--- src/rtl/playback_pkg.sv ---
// Shared constants and register select codes for the playback engine.
// Assumes byte addressing and a memory protocol with a 4 KiB boundary rule.
package playback_pkg;
    localparam int BURST_MAX_BYTES = 2048;
    localparam int BOUNDARY_BYTES  = 4096;

    typedef enum logic [1:0] {
        RSEL_FREE = 2'd0,
        RSEL_POS  = 2'd1,
        RSEL_FLAG = 2'd2
    } rsel_e;
endpackage

--- src/rtl/play_cmd_fifo.sv ---
// Play command queue: a small synchronous FIFO that holds flattened commands.
// Assumes DEPTH is a power of two and at least 2. Push on full and pop on
// empty are blocked by the caller.
module play_cmd_fifo #(
    parameter int W     = 8,
    parameter int DEPTH = 4,
    localparam int PTR_W = $clog2(DEPTH),
    localparam int CNT_W = $clog2(DEPTH + 1)
) (
    input  logic             clk,
    input  logic             rst_n,
    input  logic             push,
    input  logic [W-1:0]     wdata,
    input  logic             pop,
    output logic [W-1:0]     rdata,
    output logic             empty,
    output logic             full,
    output logic [CNT_W-1:0] count
);
    logic [W-1:0]     mem [DEPTH];
    logic [PTR_W-1:0] wptr, rptr;

    assign empty = (count == '0);
    assign full  = (count == CNT_W'(DEPTH));
    assign rdata = mem[rptr];

    // Store the pushed entry.
    always_ff @(posedge clk) begin
        if (push) mem[wptr] <= wdata;
    end

    // Advance pointers and track occupancy.
    always_ff @(posedge clk) begin
        if (!rst_n) begin
            wptr  <= '0;
            rptr  <= '0;
            count <= '0;
        end else begin
            if (push) wptr <= wptr + 1'b1;
            if (pop)  rptr <= rptr + 1'b1;
            if (push && !pop)      count <= count + 1'b1;
            else if (pop && !push) count <= count - 1'b1;
        end
    end
endmodule

--- src/rtl/play_burst_gen.sv ---
// Read request generator: walks one playback region in requests that are as
// long as possible, capped at BURST_MAX_BYTES and cut at each 4 KiB boundary.
// Assumes a word-aligned base and a nonzero word count at start.
module play_burst_gen
    import playback_pkg::*;
#(
    parameter int ADDR_W    = 32,
    parameter int BSH       = 3,
    parameter int MAX_BEATS = 256,
    parameter int ALEN_W    = 8
) (
    input  logic              clk,
    input  logic              rst_n,
    input  logic              start,
    input  logic [ADDR_W-1:0] start_addr,
    input  logic [ADDR_W-1:0] start_words,
    output logic              ar_valid,
    input  logic              ar_ready,
    output logic [ADDR_W-1:0] ar_addr,
    output logic [ALEN_W-1:0] ar_len,
    output logic [ADDR_W-1:0] cur_addr
);
    localparam int BND_BITS = $clog2(BOUNDARY_BYTES);
    localparam int RW       = BND_BITS + 1;

    logic              busy;
    logic [ADDR_W-1:0] addr, words_left;
    logic [RW-1:0]     room, room_w, cap_w, beats;

    // Size of the next request: the smallest of remaining, cap and room.
    always_comb begin
        room   = RW'(BOUNDARY_BYTES) - RW'(addr[BND_BITS-1:0]);
        room_w = room >> BSH;
        cap_w  = (words_left < ADDR_W'(MAX_BEATS)) ? RW'(words_left) : RW'(MAX_BEATS);
        beats  = (cap_w < room_w) ? cap_w : room_w;
    end

    assign ar_valid = busy;
    assign ar_addr  = addr;
    assign ar_len   = ALEN_W'(beats - RW'(1));
    assign cur_addr = addr;

    // Load a region on start, step past each accepted request.
    always_ff @(posedge clk) begin
        if (!rst_n) begin
            busy       <= 1'b0;
            addr       <= '0;
            words_left <= '0;
        end else if (start) begin
            busy       <= 1'b1;
            addr       <= start_addr;
            words_left <= start_words;
        end else if (busy && ar_ready) begin
            addr       <= addr + (ADDR_W'(beats) << BSH);
            words_left <= words_left - ADDR_W'(beats);
            busy       <= (words_left != ADDR_W'(beats));
        end
    end
endmodule

--- src/rtl/play_pkt_framer.sv ---
// Output framer: passes read words to the stream with no buffering, cuts
// packets every W words, flags the final word and stamps the first packet.
// Assumes read data arrives in address order and is held while not accepted.
module play_pkt_framer #(
    parameter int DATA_W = 64,
    parameter int ADDR_W = 32,
    parameter int TS_W   = 64,
    parameter int PKT_W  = 16
) (
    input  logic              clk,
    input  logic              rst_n,
    input  logic              start,
    input  logic [ADDR_W-1:0] start_words,
    input  logic [TS_W-1:0]   start_ts,
    input  logic              start_timed,
    input  logic [PKT_W-1:0]  start_wpp,
    input  logic              r_valid,
    output logic              r_ready,
    input  logic [DATA_W-1:0] r_data,
    output logic              o_valid,
    input  logic              o_ready,
    output logic [DATA_W-1:0] o_data,
    output logic              o_last,
    output logic              o_eob,
    output logic              o_has_ts,
    output logic [TS_W-1:0]   o_ts,
    output logic              done
);
    logic              active, first, timed;
    logic [ADDR_W-1:0] words_left;
    logic [PKT_W-1:0]  pkt_cnt, wpp;
    logic [TS_W-1:0]   ts;
    logic              beat;

    assign o_valid  = active && r_valid;
    assign r_ready  = active && o_ready;
    assign o_data   = r_data;
    assign o_eob    = (words_left == ADDR_W'(1));
    assign o_last   = o_eob || (pkt_cnt == wpp - PKT_W'(1));
    assign o_has_ts = timed && first;
    assign o_ts     = o_has_ts ? ts : '0;
    assign beat     = o_valid && o_ready;
    assign done     = beat && o_eob;

    // Capture a playback on start, then count words and packets per beat.
    always_ff @(posedge clk) begin
        if (!rst_n) begin
            active     <= 1'b0;
            first      <= 1'b0;
            timed      <= 1'b0;
            words_left <= '0;
            pkt_cnt    <= '0;
            wpp        <= PKT_W'(1);
            ts         <= '0;
        end else if (start) begin
            active     <= 1'b1;
            first      <= 1'b1;
            timed      <= start_timed;
            words_left <= start_words;
            pkt_cnt    <= '0;
            wpp        <= (start_wpp == '0) ? PKT_W'(1) : start_wpp;
            ts         <= start_ts;
        end else if (beat) begin
            words_left <= words_left - ADDR_W'(1);
            if (o_eob) begin
                active <= 1'b0;
            end else if (o_last) begin
                pkt_cnt <= '0;
                first   <= 1'b0;
            end else begin
                pkt_cnt <= pkt_cnt + PKT_W'(1);
            end
        end
    end
endmodule

--- src/rtl/memory_playback_engine.sv ---
// Playback engine top: queues play commands, runs one at a time through the
// request generator and the output framer, and serves a small read port.
// Assumes word-aligned bases, nonzero lengths and in-order read data.
module memory_playback_engine
    import playback_pkg::*;
#(
    parameter int DATA_W     = 64,
    parameter int MEM_ADDR_W = 32,
    parameter int TS_W       = 64,
    parameter int PKT_W      = 16,
    parameter int CMD_DEPTH  = 4,
    parameter int ADDR_W     = MEM_ADDR_W,
    localparam int BYTES     = DATA_W / 8,
    localparam int BSH       = $clog2(BYTES),
    localparam int MAX_BEATS = BURST_MAX_BYTES / BYTES,
    localparam int ALEN_W    = (MAX_BEATS > 1) ? $clog2(MAX_BEATS) : 1
) (
    input  logic              clk,
    input  logic              rst_n,
    input  logic              cmd_valid,
    input  logic [ADDR_W-1:0] cmd_base,
    input  logic [ADDR_W-1:0] cmd_bytes,
    input  logic [TS_W-1:0]   cmd_ts,
    input  logic              cmd_timed,
    input  logic [PKT_W-1:0]  cfg_words_per_pkt,
    input  logic [1:0]        reg_sel,
    output logic [ADDR_W-1:0] reg_rdata,
    output logic              mem_ar_valid,
    input  logic              mem_ar_ready,
    output logic [ADDR_W-1:0] mem_ar_addr,
    output logic [ALEN_W-1:0] mem_ar_len,
    input  logic              mem_r_valid,
    output logic              mem_r_ready,
    input  logic [DATA_W-1:0] mem_r_data,
    output logic              out_valid,
    input  logic              out_ready,
    output logic [DATA_W-1:0] out_data,
    output logic              out_last,
    output logic              out_eob,
    output logic              out_has_ts,
    output logic [TS_W-1:0]   out_ts
);
    localparam int CMD_W = 2 * ADDR_W + TS_W + 1;
    localparam int CNT_W = $clog2(CMD_DEPTH + 1);

    logic              fifo_push, fifo_pop, fifo_empty, fifo_full, done, act, ovf_q;
    logic [CNT_W-1:0]  fifo_cnt;
    logic [ADDR_W-1:0] words_in, hd_base, hd_words, play_pos;
    logic [TS_W-1:0]   hd_ts;
    logic              hd_timed;
    logic [CMD_W-1:0]  fifo_wdata, fifo_rdata;

    // Round the byte length up to whole words at capture.
    assign words_in   = (cmd_bytes >> BSH) + ADDR_W'(|cmd_bytes[BSH-1:0]);
    assign fifo_wdata = {cmd_base, words_in, cmd_ts, cmd_timed};
    assign fifo_push  = cmd_valid && !fifo_full;
    assign fifo_pop   = !fifo_empty && (!act || done);
    assign {hd_base, hd_words, hd_ts, hd_timed} = fifo_rdata;

    play_cmd_fifo #(.W(CMD_W), .DEPTH(CMD_DEPTH)) fifo_i (
        .clk(clk), .rst_n(rst_n), .push(fifo_push), .wdata(fifo_wdata),
        .pop(fifo_pop), .rdata(fifo_rdata), .empty(fifo_empty),
        .full(fifo_full), .count(fifo_cnt)
    );

    play_burst_gen #(.ADDR_W(ADDR_W), .BSH(BSH), .MAX_BEATS(MAX_BEATS), .ALEN_W(ALEN_W)) gen_i (
        .clk(clk), .rst_n(rst_n), .start(fifo_pop), .start_addr(hd_base),
        .start_words(hd_words), .ar_valid(mem_ar_valid), .ar_ready(mem_ar_ready),
        .ar_addr(mem_ar_addr), .ar_len(mem_ar_len), .cur_addr(play_pos)
    );

    play_pkt_framer #(.DATA_W(DATA_W), .ADDR_W(ADDR_W), .TS_W(TS_W), .PKT_W(PKT_W)) frm_i (
        .clk(clk), .rst_n(rst_n), .start(fifo_pop), .start_words(hd_words),
        .start_ts(hd_ts), .start_timed(hd_timed), .start_wpp(cfg_words_per_pkt),
        .r_valid(mem_r_valid), .r_ready(mem_r_ready), .r_data(mem_r_data),
        .o_valid(out_valid), .o_ready(out_ready), .o_data(out_data),
        .o_last(out_last), .o_eob(out_eob), .o_has_ts(out_has_ts),
        .o_ts(out_ts), .done(done)
    );

    // Track the active playback and the sticky drop flag.
    always_ff @(posedge clk) begin
        if (!rst_n) begin
            act   <= 1'b0;
            ovf_q <= 1'b0;
        end else begin
            if (fifo_pop)  act <= 1'b1;
            else if (done) act <= 1'b0;
            if (cmd_valid && fifo_full) ovf_q <= 1'b1;
        end
    end

    // Read port multiplexer.
    always_comb begin
        case (rsel_e'(reg_sel))
            RSEL_FREE: reg_rdata = ADDR_W'(CMD_DEPTH) - ADDR_W'(fifo_cnt);
            RSEL_POS:  reg_rdata = play_pos;
            RSEL_FLAG: reg_rdata = ADDR_W'(ovf_q);
            default:   reg_rdata = '0;
        endcase
    end
endmodule

--- config.mk ---
export PLATFORM = sky130hd
export DESIGN_NAME = memory_playback_engine
export DESIGN_NICKNAME = d
export VERILOG_FILES = /design/src/rtl/playback_pkg.sv /design/src/rtl/play_cmd_fifo.sv /design/src/rtl/play_burst_gen.sv /design/src/rtl/play_pkt_framer.sv /design/src/rtl/memory_playback_engine.sv
export SDC_FILE = /design/constraint.sdc
export NUM_CORES = 1
export LEC_CHECK = 0
export ABC_AREA = 1
export BUFFER_PORTS_ARGS = -buffer_cell sky130_fd_sc_hd__clkbuf_2
export CAP_MARGIN = 20
export CORE_ASPECT_RATIO = 0.5
export CORE_MARGIN = 5
export CORE_UTILIZATION = 45
export CTS_CLUSTER_SIZE = 28
export DETAILED_ROUTE_END_ITERATION = 12
export SKIP_LAST_GASP = 1
export SYNTH_ARGS = -nofsm -noshare
export SYNTH_HDL_FRONTEND = slang
export SYNTH_HIERARCHICAL = 1
export SYNTH_SLANG_ARGS = --single-unit
--- constraint.sdc ---
create_clock -name clk -period 5.4 [get_ports clk]
set_input_delay 1.08 -clock clk [delete_from_list [all_inputs] [get_ports clk]]
set_output_delay 1.08 -clock clk [all_outputs]
set_load 0.02 [all_outputs]
# == Word level (Yosys, flattened, before mapping) ==
# Memories as Yosys holds them, arrays and structs flattened. A register that Yosys moved wholly into a read port is not among the register bits.
# Index checks and enable logic that the tools add are counted.
# op_classes
n_mux,29
add_sub_neg,13
n_bitwise,2
n_reduce_logical,32
order_cmp,2
n_eq_ne,7
# ops
op,n
$mux W32,6
$pmux W32 S3,1
$mux W64,1
$add A32 B16 Y32,1
$eq A32 B1 Y1 const B,1
$lt A32 B9 Y1 const B,1
$mux W16,2
$ne A32 B13 Y1,1
$sub A32 B1 Y32 const B,1
$sub A32 B13 Y32,1
$add A29 B1 Y30,1
$mux W13,2
$add A16 B1 Y16 const B,1
$eq A16 B16 Y1,1
$logic_not A16 Y1,1
$sub A16 B1 Y16 const B,1
$lt A13 B10 Y1,1
$mux W1,13
$sub A13 B12 Y13 const A,1
$reduce_bool A2 Y1,6
$logic_and A1 B1 Y1,11
$sub A8 B1 Y8 const B,1
$mux W3,2
$logic_not A1 Y1,5
17 further kinds,22
# word_totals
wordCells,101
mem_bits_rw,508
register_bits,205
inputBits,217
memories,1
output_inout_bits,206
# mem_list
name,depth,word_bits,read_ports,rd_ports_with_merged_regs,wr,line_no,rtl
fifo_i.mem,4,127,1,1,1,play_cmd_fifo.sv:20,logic [W-1:0] mem [DEPTH];

# == Depth between registers and ports, before layout ==
# Gate-level depths: netlist of the first run.
# depth
depth_word,8
depth_mapped,33
ltp_nobuf,32

# == Hierarchy ==
# Netlist of the first run, hierarchy kept.
# modules_own_cells
mod,instances,cells_per_inst,seq_area_each_um2,area_per_inst_um2
play_cmd_fifo,1,1305,15675.0,19555.0
play_pkt_framer,1,1136,2622.5,7368.3
play_burst_gen,1,1109,1301.2,6517.5
memory_playback_engine,1,270,40.0,1383.8

# == Least setup slack after synthesis of the first run ==
# No wires, ideal clock.
# synth_path
kind,reg-to-output
from,"register gen_i.addr[2], in the netlist gen_i/ar_addr[2]"
to,output port mem_ar_len[6]
path_buffers,1
slack_ns,0.568
stages_incl_launch_ff,23
arrival_ns,3.752
t_required_ns,4.320
path_cell_list,dfxtp_1 -> nor2_1 -> nand2_1 -> nor2_2 -> nand3_1 -> nor2_2 -> nand3_1 -> nor2_1 -> inv_1 -> nand2_1 -> ha_1 -> a21oi_1 -> o21ai_0 -> a21oi_2 -> nand2_4 -> buf_12 -> inv_1 -> o21ai_0 -> inv_1 -> ha_1 -> nand4_1 -> nor3_1 -> xor2_1
# synth_via
elab_chain_cells,4
# synth_lines
element,line_no,rtl
start: declaration,play_burst_gen.sv:27,"logic [ADDR_W-1:0] addr, words_left;"
start signal: assignment,play_burst_gen.sv:51,addr <= start_addr;
start signal: assignment,play_burst_gen.sv:54,addr <= addr + (ADDR_W'(beats) << BSH);
$sub A13 B12 Y13 (*),play_burst_gen.sv:32,room = RW'(BOUNDARY_BYTES) - RW'(addr[BND_BITS-1:0]);
$lt A13 B10 Y1,play_burst_gen.sv:35,beats = (cap_w < room_w) ? cap_w : room_w;
$mux W13 (*),play_burst_gen.sv:35,
$sub A8 B1 Y8 (*),play_burst_gen.sv:40,assign ar_len = ALEN_W'(beats - RW'(1));
end: declaration,memory_playback_engine.sv:31,"output logic [ALEN_W-1:0] mem_ar_len,"
# Every way passes the cells marked *; elsewhere a longest branch is shown, timed or not.

# == Worst setup path in the final report of the first run ==
# Ends and elaborated chain as after synthesis.

==> impl_results.md, run 1 <==
* WP data required at 4.32 ns
* Initial DRC count at 2128
* Clock Skews at 0.0178 ns
* Vias in the first global route at 25100
* Outcome: finished, final reports clean
* DRT Pass-1 Iters at 5
* Fmax at 0.196 GHz
* Hold Crit Class: reg -> reg
* Area after DPL at 36500 um^2
* M3 GR Usage at under 10%
* Core Region at between 70000 and 80000 um^2
* Hold Crit Depth at 1
* Die Span Y at between 200 and 250 um
* DP Wirelength at 62500 um
* GR Layer Usage met1 at 30.7%
* Slew HR at a little over a quarter
* Via density at between 5 and 6
* Standard-cell rows at 72
* Top FF cell, synth: edfxtp_1
* Cells after Synth at 3820
* CTS tree: done
* Initial antenna violation count at 2
* Netlist cell types at 62
* Final ANT Viol Nets at 0
* DR vias at 26900
* # DRC at 0
* GRT busiest layer: met2
* Slew Limit Fails at 0
* Commonest cells after routing, fill and taps aside: nand2_1 (693), nor2_1 (531), edfxtp_1 (516), inv_1 (351), o21ai_0 (303)
* Clock Path Buffers at 3
* Clk Latency, worst-skew pair at 0.64 ns
* Reg-to-Reg End: gen_i/ar_addr[29]
* Root buf cell: clkbuf_16
* Cell Count, Final, Fillers Out at 5081
* Post-synthesis async set-or-reset flop share at 0%
* Final hold slack at 0.437 ns
* Fillers at 7279
* Worst Min Path Start: fifo_i/rptr[1]
* Register area share after synthesis at 56.4%
* Largest net degree at the start of global routing at roughly 110
* Number of register bits inferred by synthesis at 723
* CP Capture Type: output pin
* Buf/Inv on CP at 2
* Routability cong. at 0.918
* IO Count at 423
* Max_cap viols at 0
* GRT Util Overall at 22.3%
* Final hold vios at 0
* RSZ-0062 raised after global routing: true
* CTS buffer count at 68
* CTS H-tree lvls at 3
* Critical path depth at 21
* Layout cell share with drive strength beyond 1 at between 10 and 15%
* Post-route design area at 38800 um^2
* Slowest cell delay on critical path at 0.33 ns
* Syn_area_per_cell at ~9 um^2
* Commonest non-fill, non-tap cell in the layout: nand2_1
* CP max-delay cell: dfxtp_2
* Synth Cell Area at about 35000 um^2
* Internal reg-to-reg setup slack at 0.90 ns
* Die extent in x at 403 um
* DR WL/cell at 18.8 um
* Worst Reg2Reg Path Length in Cells at 30
* Crit-path cells: nor2_2 > nand2_2 > nor2_4 > nand3_4 > nor2_4 > nand2_2 > o21ai_1 > nand2_1 > ha_1 > nand2_2 > o21ai_1 > a21oi_2 > nand2_8 > nand2_2 > nand2_2 > inv_2 > ha_2 > nand4_1 > nor3_2 > xor2_1 > buf_4
* Worst-path clk slew at 0.06 ns
* Placed cell count at 4950
* Final Power at around 23 mW
* Starting Density at 45.2%
* Area grow syn2layout at 11.4%
* Worst-Margin Slew at 1.10 ns
* Post-synth EDFFs at 516
* Startpoint Class: flip-flop
* Die area at 83400 um^2
* Lkg Pwr at 15.4 nW
* # clock sinks at ~720
* Pwr/cell area at 582 nW/um^2
* First-pass GRT wire length at approximately 140000 um
* CP top delay family: simple AND/OR/NAND/NOR gates
* Crit Path Max Fanout at 8
* Critical Path Most Common Cell: nand2_2
* Final setup fails at 0
* M2 GR Usage at between 30% and 40%
* Hold buffers post-CTS at 0
* Final min period at 5.10 ns
* Synthesis Warnings at 6
* WS Path Type: reg -> out
* Final Net Count at 4251
* Fin crit share at between 90% and 100%
* Worst EP arrival at 4.02 ns
* VDD IR-drop max at between 0.3 and 0.4 mV
* Port Buffers at 294
* FF-to-FF Start: gen_i/ar_addr[2]
* Global route overflow at 0
* Drt total wl at 95500 um
[synth_stat cells (37+ instances only)]
master	instances	area [um^2]
a21oi_1	75	375
a31oi_1	49	307
buf_4	119	893
clkbuf_1	87	327
dfxtp_1	207	4140
edfxtp_1	516	15500
ha_1	41	513
inv_1	362	1360
nand2_1	699	2620
nand2_2	41	257
nand3_1	207	1040
nand4_1	37	231
nor2_1	534	2000
o21ai_0	306	1530
o21ai_1	98	490
o22ai_1	135	845
xor2_1	39	342
[cell families after synthesis]
group,Yosys count,share of synthesized area [%]
other,3,0.0323
flip-flops,723,56.4
buffers and inverters,631,8.61
AND/OR/NAND/NOR,1659,20.8
XOR/XNOR,58,1.48
AO/OA/AOI/OAI,703,11.1
adder cells (fa/ha/maj),43,1.59
[what timing repair did]
action                                 4_1_cts  5_1_grt
endpoints found under the hold margin        0        0
setup endpoints to repair                    7        7
pin swaps                                    0        8
setup buffers                                1        6
resized for setup                            8       27
[per-layer routing]
metal	vias to the layer above	share of wire [%]
met5	-	0
met4	0	2.1
met3	157	5.3
met2	616	47
met1	13000	46
li1	13200	-
[state kept, by name (all words and copies together) (netlist names), 2 cells and up, named ones only]
name / cells
fifo_i/rptr: 2
frm_i/words_left: 32
fifo_i/wptr: 2
frm_i/pkt_cnt: 16
frm_i/wpp: 16
fifo_i/mem: 516
gen_i/ar_addr: 32
gen_i/words_left: 32
fifo_i/count: 3
frm_i/ts: 64
[worst register-to-register path: cells and delay by family (launching register included)]
| family | cells | cell delay (ns) |
|---|---|---|
| and+or+nand+nor | 18 | 2.02 |
| adders and majority gates | 3 | 0.92 |
| AOI/OAI and AO/OA | 6 | 0.84 |
| DFF | 1 | 0.33 |
| buffers and inverters | 2 | 0.16 |
| xor gates and xnor gates | 1 | 0.14 |
[worst max-delay path by stage]
stage | from | endpoint | slack, ns
3_5_place_dp | gen_i/ar_addr[2] | mem_ar_len[6] | 0.33
5_1_grt | gen_i/ar_addr[2] | mem_ar_len[6] | -0.05
2_1_floorplan | gen_i/ar_addr[2] | mem_ar_len[6] | 0.57
4_1_cts | gen_i/ar_addr[0] | mem_ar_len[6] | 0.03
3_3_place_gp | gen_i/ar_addr[2] | mem_ar_len[6] | 0.40
6_report | gen_i/ar_addr[2] | mem_ar_len[6] | 0.30
[through the flow]
step / util [%] / setup WS (ns) / setup TNS (ns)
global route: 50.4 / -0.0508 / -0.0508
floorplan: - / 0.568 / 0
global placement: 47.4 / 0.399 / 0
CTS: 50.2 / 0.0259 / 0
detailed placement: 47.4 / 0.328 / 0
finish: 50.4 / 0.305 / 0
[final cells by class]
type                       count  area, um^2  share of cell area, %
antenna                        2        5.00                 0.0129
multi-input combinational   2478       12400                   31.8
inverter                     376        1450                   3.73
clock buffer                  93        1860                   4.79
timing repair buffer         344        1920                   4.94
sequential                   723       19600                   50.6
clock inverter                29         279                  0.719
tap                         1036        1300                   3.34
[where the power goes]
| group | leakage (nW) | total (mW) | switching, mW | internal [mW] |
|---|---|---|---|---|
| logic | 7.94 | 10.2 | 7.10 | 3.07 |
| registers | 6.43 | 7.69 | 0.697 | 6.99 |
| clock network | 1.03 | 4.71 | 2.13 | 2.58 |
| total | 15.4 | 22.6 | 9.92 | 12.6 |
Power figures use the tool's default switching activity.
==> run 2: changes to the inputs <==
Settings changed: ABC_AREA 1 to not set.
==> run 2 against run 1 <==
  * The run now ends with setup timing left
  * Flip-flop and latch count unchanged
  * Utilization up 2.7 points
  * Non-clock buffer count up 96
  * Combinational power up 11%
  * Count of clock-buffer cells in the layout down 4
  * Power up 6.6%
  * Worst setup slack worse by 0.43 ns
  * Critical path depth down 4
  * Clock power up 5.5%
==> impl_results.md, run 2 <==
* Vias in the first global route at roughly 22000
* Post-synth EDFFs at 516
* Failing checks: setup timing
* Lkg Pwr at roughly 14 nW
* Sequential power share at between 30% and 40%
* Area grow syn2layout at 16.2%
* Fmax at 0.181 GHz
* Pwr/cell area at between 600 and 700 nW/um^2
* Die extent in x at 397 um
* Commonest cells after routing, fill and taps aside: edfxtp_1 (516), clkbuf_2 (287), dfxtp_1 (200), buf_4 (138), mux4_2 (129)
* Crit Path Max Fanout at 4
* CTS H-tree lvls at 3
* Most common cell in the synthesized netlist: edfxtp_1
* Post-place setup slack at around 0.044 ns
* Area occupied by multi-input gates at ~13000 um^2
* Final ANT Viol Nets at 0
* Layout cell share with drive strength beyond 1 at approximately 28%
* DR vias at 22000
* DRT Pass-1 Iters at 5
* Post-synth top area cell: edfxtp_1
* Global route overflow at 0
* # clock sinks at 723
* Max reg flops at 516
* Fin util at 53.1%
* Clock Skews at between 0.01 and 0.015 ns
* Clock Power Share at 20.6%
* WS Path Type: reg -> out
* Largest net degree at the start of global routing at approximately 120
* Slew Limit Fails at 0
* Worst-Margin Slew at 1.07 ns
* Core Region at 73600 um^2
* First-pass GRT wire length at 134000 um
* Commonest non-fill, non-tap cell in the layout: edfxtp_1
* Setup TNS at -0.729 ns
* Max_cap viols at 0
* Top FF cell, synth: edfxtp_1
* Startpoint Class: flip-flop
* Setup ws final at -0.122 ns
* GRT Util Overall at 21.3%
* Slew HR at 27.8%
* DP Wirelength at 58100 um
* Combinational share of power at 47.0%
* Die area at slightly above 80000 um^2
* CTS tree: done
* Drt total wl at 87600 um
* Syn_area_per_cell at 13.3 um^2
* Internal power at ~15 mW
* Hold Crit Class: reg -> reg
* Top cells by count, synth: edfxtp_1 (516), dfxtp_1 (207), mux4_2 (129), nand2_1 (125), nor2b_1 (102)
* Largest cells by area after synthesis: edfxtp_1 (46%), dfxtp_1 (12%), mux4_2 (8.6%)
* Sw power at a little over 9 mW
* Netlist cell types at 99
* Root buf cell: clkbuf_16
* Worst EP arrival at 4.44 ns
* Switching Share at 37.9%
* CTS buffer count at between 60 and 70
* Final min period at 5.52 ns
* WP data required at 4.32 ns
* Fillers at 6243
* Fin crit share at 102%
* Initial DRC count at ~1700
* Standard-cell rows at 70
* Synth Cell Area at around 34000 um^2
* CP Capture Type: output pin
* RSZ-0062 raised after global routing: true
* VDD IR-drop max at 0.408 mV
* Top flop regs: fifo_i/mem: 516 flops, frm_i/ts: 64 flops
* IO Count at 423
* Outcome: finished with violations
* Reg with most FFs: fifo_i/mem
* Final hold vios at 0
* Worst-path clk slew at 0.06 ns
* Final Net Count at 3087
* Hold buffers post-CTS at 0
* Share of the synthesized area in the top cell type at a little under half
* Final setup fails at 12
* Clk Latency, worst-skew pair at 0.62 ns
* Reg area at roughly 20000 um^2
* Post-synthesis async set-or-reset flop share at 0%
* Clock Path Buffers at 3
* # DRC at 0
* DR WL/cell at 22.7 um
* Cells after Synth at 2535
* Register area share after synthesis at 58.4%
* Number of register bits inferred by synthesis at between 700 and 800
* Initial antenna violation count at 2
* Die Span Y at 203 um
* Synthesis Warnings at 6
* Routability cong. at 0.943
* Port Buffers at 294
* Starting Density at 45.7%
* Via density at 5.70
-- run 2: cell count changes after synthesis, moves of 102 or more --
cell	delta
nor2b_1	+102
mux4_2	+129
nand3_1	-162
o21ai_0	-206
inv_1	-322
nor2_1	-441
o22ai_1	-134
nand2_1	-574
-- run 2: per-stage QoR --
step,total power [mW],std cells,instance area (um^2),hold WS (ns)
after floorplan,14.7,2547,33800,0.457
after CTS,23.5,3842,38700,0.505
final,24.1,3855,39100,0.497
after detailed placement,18.0,3701,36100,0.488
after global placement,17.9,3701,36100,0.476
after global routing,25.5,3855,39100,0.526
-- run 2: power groups by stage --
stage          sequential [mW]  combinational [mW]  clock (mW)
6_report                  7.80                11.3        4.97
5_1_grt                   7.92                12.2        5.34
4_1_cts                   7.79                10.6        5.10
3_5_place_dp              7.90                10.1           0
3_3_place_gp              7.86                10.0           0
2_1_floorplan             7.70                7.01           0
-- run 2: path summary, 6_finish.rpt --
check | from | to | slack [ns] | cells after the start
setup / recovery | gen_i/ar_addr[3] | mem_ar_len[4] | -0.12 | 17
hold / removal | act | act | 0.50 | 2
setup reg to reg | gen_i/ar_addr[3] | gen_i/ar_addr[19] | -0.08 | 23
hold reg to reg | act | act | 0.50 | 2
-- run 2: layout make-up --
class,count,share of cell area (%)
multi-input cells,1551,33.4
flip-flops and latches,723,50.3
well taps,972,3.11
inverters,43,0.419
diodes,2,0.0128
clock buffers,89,4.82
clock inverters,35,1.05
repair buffers,440,6.89
-- run 2: layer usage --
layer  up-vias  track usage (%)  share of wire (%)
li1      10200                -                  -
met1     11100             29.3                 45
met2       588             34.7                 47
met3       145             4.20                5.3
met4         2             6.04                2.6
met5         -            0.357              0.051
-- run 2: logic make-up after synthesis --
kind of cell | synth area share [%]
AOI/OAI and AO/OA | 8.20
xor gates and xnor gates | 3.34
adders and majority gates | 1.71
buffers and inverters | 4.56
DFF | 58.4
muxes | 11.4
other | 0.0335
and+or+nand+nor | 12.4
-- run 2: timing repair --
item                                   CTS  global route
gates resized for setup                 33            70
endpoints found under the hold margin    0             0
cloned                                   0             1
buffers inserted                        18            11
setup endpoints to repair                6            54
pin swaps                               11            28
-- run 2: worst max-delay path, stage by stage, from the launching register on --
cell and delay [ns]:
dfxtp_4 0.34, or4_4 0.55, or4_4 0.54, xnor2_4 0.18, ha_4 0.23, and2_4 0.15
a2111oi_4 0.37, o21ai_2 0.12, a21oi_2 0.18, buf_4 0.16, nand3_4 0.08, o21ai_4 0.14
inv_4 0.06, ha_4 0.16, and3_4 0.16, buf_6 0.11, xnor2_2 0.12, clkbuf_8 0.16
